File: src/rtl/pwr_seq_pkg.sv
package pwr_seq_pkg;

    typedef enum logic [1:0] {
        PS_OFF   = 2'b00,
        PS_PWRUP = 2'b01,
        PS_ON    = 2'b10,
        PS_INRST = 2'b11
    } pwr_state_e;

    // synchronised pin levels, bit order matches the synchroniser vector
    typedef struct packed {
        logic rst_pin_n;
        logic btn;
        logic chg;
    } pin_sync_t;

    // decoded conditions seen by the state machine
    typedef struct packed {
        logic rst_act;    // filtered reset request
        logic hold_done;  // reset held beyond protection timeout
        logic btn_done;   // button held for power-on time
        logic btn;        // synchronised button level
        logic chg;        // synchronised charger level
    } seq_cond_t;

    function automatic int unsigned cnt_width(input int unsigned max_val);
        if (max_val < 2)
            return 1;
        return $clog2(max_val + 1);
    endfunction

    function automatic int unsigned max_of(input int unsigned a, input int unsigned b);
        return (a > b) ? a : b;
    endfunction

endpackage

File: src/rtl/pwr_sync.sv
module pwr_sync #(
    parameter int unsigned STAGES = 2,
    parameter int unsigned WIDTH = 3,
    parameter logic [WIDTH-1:0] RST_VAL = '0
) (
    input  logic             clk,
    input  logic             rst,
    input  logic [WIDTH-1:0] d_i,
    output logic [WIDTH-1:0] q_o
);

    generate
        if (STAGES < 2) begin : g_single
            logic [WIDTH-1:0] stage_q;
            always_ff @(posedge clk) begin
                if (rst)
                    stage_q <= RST_VAL;
                else
                    stage_q <= d_i;
            end
            assign q_o = stage_q;
        end else begin : g_chain
            logic [STAGES-1:0][WIDTH-1:0] chain_q;
            always_ff @(posedge clk) begin
                if (rst)
                    chain_q <= {STAGES{RST_VAL}};
                else
                    chain_q <= {chain_q[STAGES-2:0], d_i};
            end
            assign q_o = chain_q[STAGES-1];
        end
    endgenerate

endmodule

File: src/rtl/pwr_deglitch.sv
module pwr_deglitch #(
    parameter int unsigned STABLE_CYCLES = 4
) (
    input  logic clk,
    input  logic rst,
    input  logic raw_i,
    output logic clean_o
);
    import pwr_seq_pkg::*;

    localparam int unsigned CW = cnt_width(STABLE_CYCLES - 1);
    localparam logic [CW-1:0] LAST = CW'(STABLE_CYCLES - 1);

    logic [CW-1:0] diff_cnt;
    logic          level_q;

    always_ff @(posedge clk) begin
        if (rst) begin
            level_q  <= 1'b0;
            diff_cnt <= '0;
        end else if (raw_i == level_q) begin
            diff_cnt <= '0;
        end else if (diff_cnt == LAST) begin
            level_q  <= raw_i;
            diff_cnt <= '0;
        end else begin
            diff_cnt <= diff_cnt + CW'(1);
        end
    end

    assign clean_o = level_q;

    // a change of the clean level must follow a raw sample of that level
    assert_filter_follows_R3: assert property (@(posedge clk) disable iff (rst)
        (level_q != $past(level_q)) |-> ($past(raw_i) == level_q));

    // a raw level that agrees with the clean level never flips it
    assert_filter_steady_R4: assert property (@(posedge clk) disable iff (rst)
        (raw_i == level_q) |=> (level_q == $past(level_q)));

endmodule

File: src/rtl/pwr_hold_timer.sv
module pwr_hold_timer #(
    parameter int unsigned LIMIT = 16
) (
    input  logic clk,
    input  logic rst,
    input  logic level_i,
    output logic done_o
);
    import pwr_seq_pkg::*;

    localparam int unsigned CW = cnt_width(LIMIT);
    localparam logic [CW-1:0] TOP = CW'(LIMIT);

    logic [CW-1:0] hold_cnt;

    always_ff @(posedge clk) begin
        if (rst)
            hold_cnt <= '0;
        else if (!level_i)
            hold_cnt <= '0;
        else if (hold_cnt != TOP)
            hold_cnt <= hold_cnt + CW'(1);
    end

    assign done_o = (hold_cnt == TOP);

    assert_hold_clears_R13: assert property (@(posedge clk) disable iff (rst)
        !level_i |=> (hold_cnt == '0));

    assert_hold_saturates_R13: assert property (@(posedge clk) disable iff (rst)
        (done_o && level_i) |=> done_o);

    assert_hold_bounded_R13: assert property (@(posedge clk) disable iff (rst)
        hold_cnt <= TOP);

endmodule

File: src/rtl/pwr_fsm.sv
module pwr_fsm
    import pwr_seq_pkg::*;
#(
    parameter int unsigned PWRUP_CYCLES = 32,
    parameter int unsigned EXT_CYCLES = 16
) (
    input  logic       clk,
    input  logic       rst,
    input  seq_cond_t  cond_i,
    output pwr_state_e state_o,
    output logic       reg_en_o,
    output logic       sys_rst_n_o
);

    localparam int unsigned DW_MAX = max_of(PWRUP_CYCLES, EXT_CYCLES);
    localparam int unsigned DW = cnt_width(DW_MAX);
    localparam logic [DW-1:0] DWELL_TOP = DW'(DW_MAX);
    localparam logic [DW-1:0] PWRUP_LAST = DW'(PWRUP_CYCLES - 1);
    localparam logic [DW-1:0] EXT_LAST = DW'(EXT_CYCLES - 1);

    pwr_state_e state_q, state_d;
    logic [DW-1:0] dwell_q;
    logic reg_en_q, sys_rst_n_q;

    always_comb begin
        state_d = state_q;
        case (state_q)
            PS_OFF: begin
                if (cond_i.chg || cond_i.btn_done)
                    state_d = PS_PWRUP;
            end
            PS_PWRUP: begin
                if (cond_i.rst_act)
                    state_d = PS_INRST;
                else if (dwell_q >= PWRUP_LAST)
                    state_d = PS_ON;
            end
            PS_ON: begin
                if (cond_i.rst_act)
                    state_d = PS_INRST;
            end
            PS_INRST: begin
                if (cond_i.hold_done && !cond_i.chg && !cond_i.btn)
                    state_d = PS_OFF;
                else if (!cond_i.rst_act && dwell_q >= EXT_LAST)
                    state_d = PS_ON;
            end
            default: state_d = PS_OFF;
        endcase
    end

    always_ff @(posedge clk) begin
        if (rst) begin
            state_q     <= PS_OFF;
            dwell_q     <= '0;
            reg_en_q    <= 1'b0;
            sys_rst_n_q <= 1'b0;
        end else begin
            state_q     <= state_d;
            reg_en_q    <= (state_d != PS_OFF);
            sys_rst_n_q <= (state_d == PS_ON);
            if (state_d != state_q)
                dwell_q <= '0;
            else if (dwell_q != DWELL_TOP)
                dwell_q <= dwell_q + DW'(1);
        end
    end

    assign state_o     = state_q;
    assign reg_en_o    = reg_en_q;
    assign sys_rst_n_o = sys_rst_n_q;

    assert_no_off_with_charger_R8: assert property (@(posedge clk) disable iff (rst)
        (cond_i.chg && state_q != PS_OFF) |=> (state_q != PS_OFF));

    assert_off_needs_wake_R10: assert property (@(posedge clk) disable iff (rst)
        (state_q == PS_OFF && !cond_i.chg && !cond_i.btn_done) |=> (state_q == PS_OFF));

    assert_off_only_from_reset_R7: assert property (@(posedge clk) disable iff (rst)
        (state_q == PS_PWRUP || state_q == PS_ON) |=> (state_q != PS_OFF));

    assert_reset_stretched_R5: assert property (@(posedge clk) disable iff (rst)
        (state_q == PS_INRST && dwell_q < EXT_LAST) |=> (state_q != PS_ON));

    assert_pwrup_length_R12: assert property (@(posedge clk) disable iff (rst)
        (state_q == PS_PWRUP && dwell_q < PWRUP_LAST) |=> (state_q != PS_ON));

endmodule

File: src/rtl/pwr_seq_ctrl.sv
module pwr_seq_ctrl #(
    parameter int unsigned SYNC_STAGES = 2,
    parameter int unsigned FILT_CYCLES = 4,
    parameter int unsigned EXT_CYCLES = 16,
    parameter int unsigned PWRUP_CYCLES = 32,
    parameter int unsigned HOLD_OFF_CYCLES = 58982,
    parameter int unsigned BTN_ON_CYCLES = 656
) (
    input  logic       clk,
    input  logic       rst,
    input  logic       rst_pin_n,
    input  logic       pwr_btn,
    input  logic       chg_present,
    output logic [1:0] state_o,
    output logic       reg_en,
    output logic       sys_rst_n
);
    import pwr_seq_pkg::*;

    localparam int unsigned PIN_W = $bits(pin_sync_t);
    localparam pin_sync_t PIN_IDLE = '{rst_pin_n: 1'b1, btn: 1'b0, chg: 1'b0};

    pin_sync_t  pins_raw, pins_sync;
    seq_cond_t  cond;
    pwr_state_e state;
    logic       rst_req_sync;

    assign pins_raw = '{rst_pin_n: rst_pin_n, btn: pwr_btn, chg: chg_present};

    pwr_sync #(
        .STAGES (SYNC_STAGES),
        .WIDTH  (PIN_W),
        .RST_VAL(PIN_IDLE)
    ) u_sync (
        .clk(clk),
        .rst(rst),
        .d_i(pins_raw),
        .q_o(pins_sync)
    );

    assign rst_req_sync = ~pins_sync.rst_pin_n;

    pwr_deglitch #(
        .STABLE_CYCLES(FILT_CYCLES)
    ) u_deglitch (
        .clk    (clk),
        .rst    (rst),
        .raw_i  (rst_req_sync),
        .clean_o(cond.rst_act)
    );

    pwr_hold_timer #(
        .LIMIT(HOLD_OFF_CYCLES)
    ) u_rst_hold (
        .clk    (clk),
        .rst    (rst),
        .level_i(cond.rst_act),
        .done_o (cond.hold_done)
    );

    pwr_hold_timer #(
        .LIMIT(BTN_ON_CYCLES)
    ) u_btn_hold (
        .clk    (clk),
        .rst    (rst),
        .level_i(pins_sync.btn),
        .done_o (cond.btn_done)
    );

    assign cond.btn = pins_sync.btn;
    assign cond.chg = pins_sync.chg;

    pwr_fsm #(
        .PWRUP_CYCLES(PWRUP_CYCLES),
        .EXT_CYCLES  (EXT_CYCLES)
    ) u_fsm (
        .clk        (clk),
        .rst        (rst),
        .cond_i     (cond),
        .state_o    (state),
        .reg_en_o   (reg_en),
        .sys_rst_n_o(sys_rst_n)
    );

    assign state_o = state;

    assert_rails_follow_state_R2: assert property (@(posedge clk) disable iff (rst)
        (reg_en == (state_o != 2'b00)) && (sys_rst_n == (state_o == 2'b10)));

endmodule

File: config.mk
export PLATFORM = sky130hd
export DESIGN_NAME = pwr_seq_ctrl
export DESIGN_NICKNAME = d
export VERILOG_FILES = /design/src/rtl/pwr_seq_pkg.sv /design/src/rtl/pwr_sync.sv /design/src/rtl/pwr_deglitch.sv /design/src/rtl/pwr_hold_timer.sv /design/src/rtl/pwr_fsm.sv /design/src/rtl/pwr_seq_ctrl.sv
export SDC_FILE = /design/constraint.sdc
export NUM_CORES = 1
export LEC_CHECK = 0
export BUFFER_PORTS_ARGS = -buffer_cell sky130_fd_sc_hd__buf_2
export CORE_MARGIN = 8
export CORE_UTILIZATION = 45
export CTS_CLUSTER_DIAMETER = 150
export DETAILED_ROUTE_END_ITERATION = 16
export HOLD_SLACK_MARGIN = 0.03
export SETUP_SLACK_MARGIN = 0.02
export SYNTH_ARGS = -nofsm -noshare
export SYNTH_HDL_FRONTEND = slang
export SYNTH_SLANG_ARGS = --single-unit
File: constraint.sdc
create_clock -name clk -period 1.9 [get_ports clk]
set_clock_uncertainty 0.05 [all_clocks]
set_input_delay 0.285 -clock clk [delete_from_list [all_inputs] [get_ports clk]]
set_output_delay 0.285 -clock clk [all_outputs]
set_load 0.005 [all_outputs]
==> qor.log <==
[logic_synthesis] Post-synth top flop sky130_fd_sc_hd__dfxtp_1
[floorplan] Die X 82.9 microns
[critical_path] worst setup path endpoint u_rst_hold.hold_cnt[15]
[drt] antenna-violating nets left 0
[power] Worst IR Drop VDD 0.356 mV
[floorplan] number of top-level pins 9
[critical_path] start point of the critical path u_rst_hold.hold_cnt[3]
[logic_synthesis] library cells used by synthesis 44
[hold_path] worst min-delay path startpoint rst_pin_n
[logic_synthesis] cell types with the largest area share after synthesis sky130_fd_sc_hd__dfxtp_1 45%, sky130_fd_sc_hd__xor2_1 5.7%, sky130_fd_sc_hd__nor2_1 5.4%
[critical_path] slack of the worst reg-to-reg path 0.12 ns
[logic_synthesis] total number of yosys warnings 0
[placed_design] last weighted congestion value of the routability-driven placer 0.755
[sta] Worst Slack Setup Final 0.118 ns
[drt] Total Routed Length 3720 microns
[sta] achievable clock frequency 561 MHz
[critical_path] launch instance of the worst register-to-register path u_rst_hold.hold_cnt[3]
[logic_synthesis] Post-synth EDFFs 0
[sta] Max transition margin 0.762
[logic_synthesis] dominant cell by count in the synthesized netlist sky130_fd_sc_hd__dfxtp_1
[layout] Layout area overhead 13.9%
[logic_synthesis] post-synthesis sequential area ratio 0.447
[drt] Routed WL per cell 12.8 microns
[sta] final clock period utilization by the worst path 0.938
[sta] time the worst path needs with I/O delays and setup 1.78 ns
[drt] metal3 WL 77 microns
[global_route] wire length of the first global-routing pass 6220 microns
[cts] Clock transition at path regs 0.08 ns
[floorplan] number of rows in the core area 24
[floorplan] total core area 4320 sq um
[cts] total number of H-tree levels 2
[sta] measured slew at the worst slew-check pin 0.357 ns
[drt] overall via count from detail_route 1546
[critical_path] biggest fanout along the worst timing path 6
[drt] number of remaining DRC errors 0
[critical_path] required time at the endpoint of the critical path 2.08 ns
[drt] topmost layer with routed signal wires met4
[global_route] aggregate global-route resource usage 0.106
[sta] Total Negative Setup Slacks 0 ns
[cts] CTS Buf Count 5
[power] Final Power 1.66 mW
[cts] root buffer cell sky130_fd_sc_hd__clkbuf_8
[drt] met2 wirelength from detailed routing 1710 microns
[sta] RSZ-0062 raised after global routing yes
[logic_synthesis] area leader, netlist sky130_fd_sc_hd__dfxtp_1
[placed_design] Placement Cell Area 2130 sq um
[cts] Sinks on Clock Net 45
[drt] routed metal-1 wire length 1850 microns
[critical_path] Worst Path Class, Setup reg2reg
[hold_path] Min-Delay Path Class in2reg
[sta] final number of setup-violating endpoints 0
[placed_design] total placed cells including tap cells 280
[layout] antenna diode count 0
[logic_synthesis] fraction of post-synthesis cell area in the top cell type by area 0.447
[layout] proportion of layout cells with a drive suffix above 1 0.160
[drt] detailed-route vias per instance 5.33
[sta] worst hold margin 0.123 ns
[status] status complete, no violations
[global_route] number of global-route vias before repair 1422
[floorplan] Die ar. 6870 sq um
[drt] DR iter-0 viols 91
[sta] count of final max-slew check failures 0
[global_route] number of antenna violations at the first check in global routing 0
[floorplan] starting utilization of the core area 0.466
[logic_synthesis] net count of the mapped netlist 231
[logic_synthesis] synth cell count leaders 45 x sky130_fd_sc_hd__dfxtp_1, 29 x sky130_fd_sc_hd__nor2_1, 13 x sky130_fd_sc_hd__xor2_1
[placed_design] I/O Buffers 8
[logic_synthesis] post-synthesis cell count 219
[critical_path] Arr. time, crit path 1.96 ns
[cts] clock insertion delay at the later pin of the skew report 0.30 ns
[cts] CTS tree yes
[placed_design] DPL Wire Length 2590 microns
[global_route] global route overflow 0
[logic_synthesis] post-synthesis instance area 2010 sq um
[power] total power density per cell area 725 nW/um^2
[cts] Clock Path Buffers 2
[layout] share of the core filled with cells in the final layout 0.531
[layout] final non-filler cell area 2290 sq um
[critical_path] endpoint of the worst register-to-register path u_rst_hold.hold_cnt[15]
[drt] drt first pass iters 6
[logic_synthesis] FFs w/ async S/R, synth 0
[layout] post-layout instance count excluding filler cells 290
[critical_path] nature of the critical path startpoint flop
[run] number of max-capacitance violations reported 0
[layout] nets@finish 249
[logic_synthesis] register bit total from synthesis 45
[floorplan] vertical extent of the die 82.9 microns
[critical_path] depth of the most critical reg-to-reg path 4
[critical_path] Setup crit end kind flop
[power] Pleak 0.837 nW
[sta] final number of hold-violating endpoints 0
[global_route] pin count of the biggest net entering global routing 15
[placed_design] setup slack at placement 0.0432 ns
[logic_synthesis] Mean Syn Cell Area 9.20 sq um
-- state kept, by name (all words and copies together) (netlist names) --
register	flops
u_btn_hold.hold_cnt	10
u_deglitch.clean_o	1
u_deglitch.diff_cnt	2
u_fsm.dwell_q	6
u_fsm.reg_en_o	1
u_fsm.state_o	2
u_fsm.sys_rst_n_o	1
u_rst_hold.hold_cnt	16
u_sync.g_chain.chain_q	3
u_sync.q_o	3
-- worst max-delay path: stages (launching register included) --
cell and delay (ns):
sky130_fd_sc_hd__dfxtp_1 0.48, sky130_fd_sc_hd__nand4_2 0.20, sky130_fd_sc_hd__or3_4 0.44, sky130_fd_sc_hd__or4_1 0.40, sky130_fd_sc_hd__a21oi_1 0.15
-- worst min-delay path by stage --
stage                           endpoint  cells past startpoint  slack [ns]
2_1_floorplan  u_sync.g_chain.chain_q[2]                      1        0.34
3_3_place_gp               u_sync.q_o[2]                      1        0.34
3_5_place_dp               u_sync.q_o[2]                      1        0.35
4_1_cts        u_sync.g_chain.chain_q[2]                      2        0.12
5_1_grt        u_sync.g_chain.chain_q[2]                      2        0.12
6_report       u_sync.g_chain.chain_q[2]                      2        0.12
-- cells by family (layout without fill, tap and decap cells) --
| family | count (synthesis) | count (layout) | synth area share |
|---|---|---|---|
| simple gates | 102 | 102 | 0.279 |
| mux | 2 | 2 | 0.00994 |
| xor+xnor | 24 | 24 | 0.104 |
| fa+ha+maj | 8 | 8 | 0.0491 |
| buf+inv | 15 | 34 | 0.0317 |
| compound gates | 23 | 23 | 0.0789 |
| flops | 45 | 45 | 0.447 |
-- power by group --
group | internal [mW] | switching [mW]
Combinational | 0.0260 | 0.0283
Clock | 0.329 | 0.312
Sequential | 0.957 | 0.0113
Total | 1.31 | 0.352
-- cell usage in the layout, fill, tap and decap left out, drive strengths merged, types with 9 or more instances in the layout --
cell	count
xnor2	11
nand3	12
nand2	11
inv	11
buf	15
dfxtp	45
xor2	13
nor3	9
nor2	29
-- routing by layer --
layer	up-vias	global-route usage
met1	716	0.126
met3	7	0.0264
met5	-	0
li1	813	-
met2	10	0.169
met4	0	0.0623
-- what timing repair did --
action                                  CTS  global route
gates resized for setup                   1             7
pin swaps                                 0             2
hold buffers                              0             0
endpoints found under the setup margin    1             8
setup buffers                             0             2
-- layout make-up --
class	instances	area, sq um
clock buffers	7	96.3
clock inverters	1	5.00
fillers	415	2030
inverters	11	41.3
multi-input cells	159	1090
flip-flops and latches	45	903
well taps	52	65.1
repair buffers	15	92.6
No activity file was read; power rests on OpenSTA's default activity.
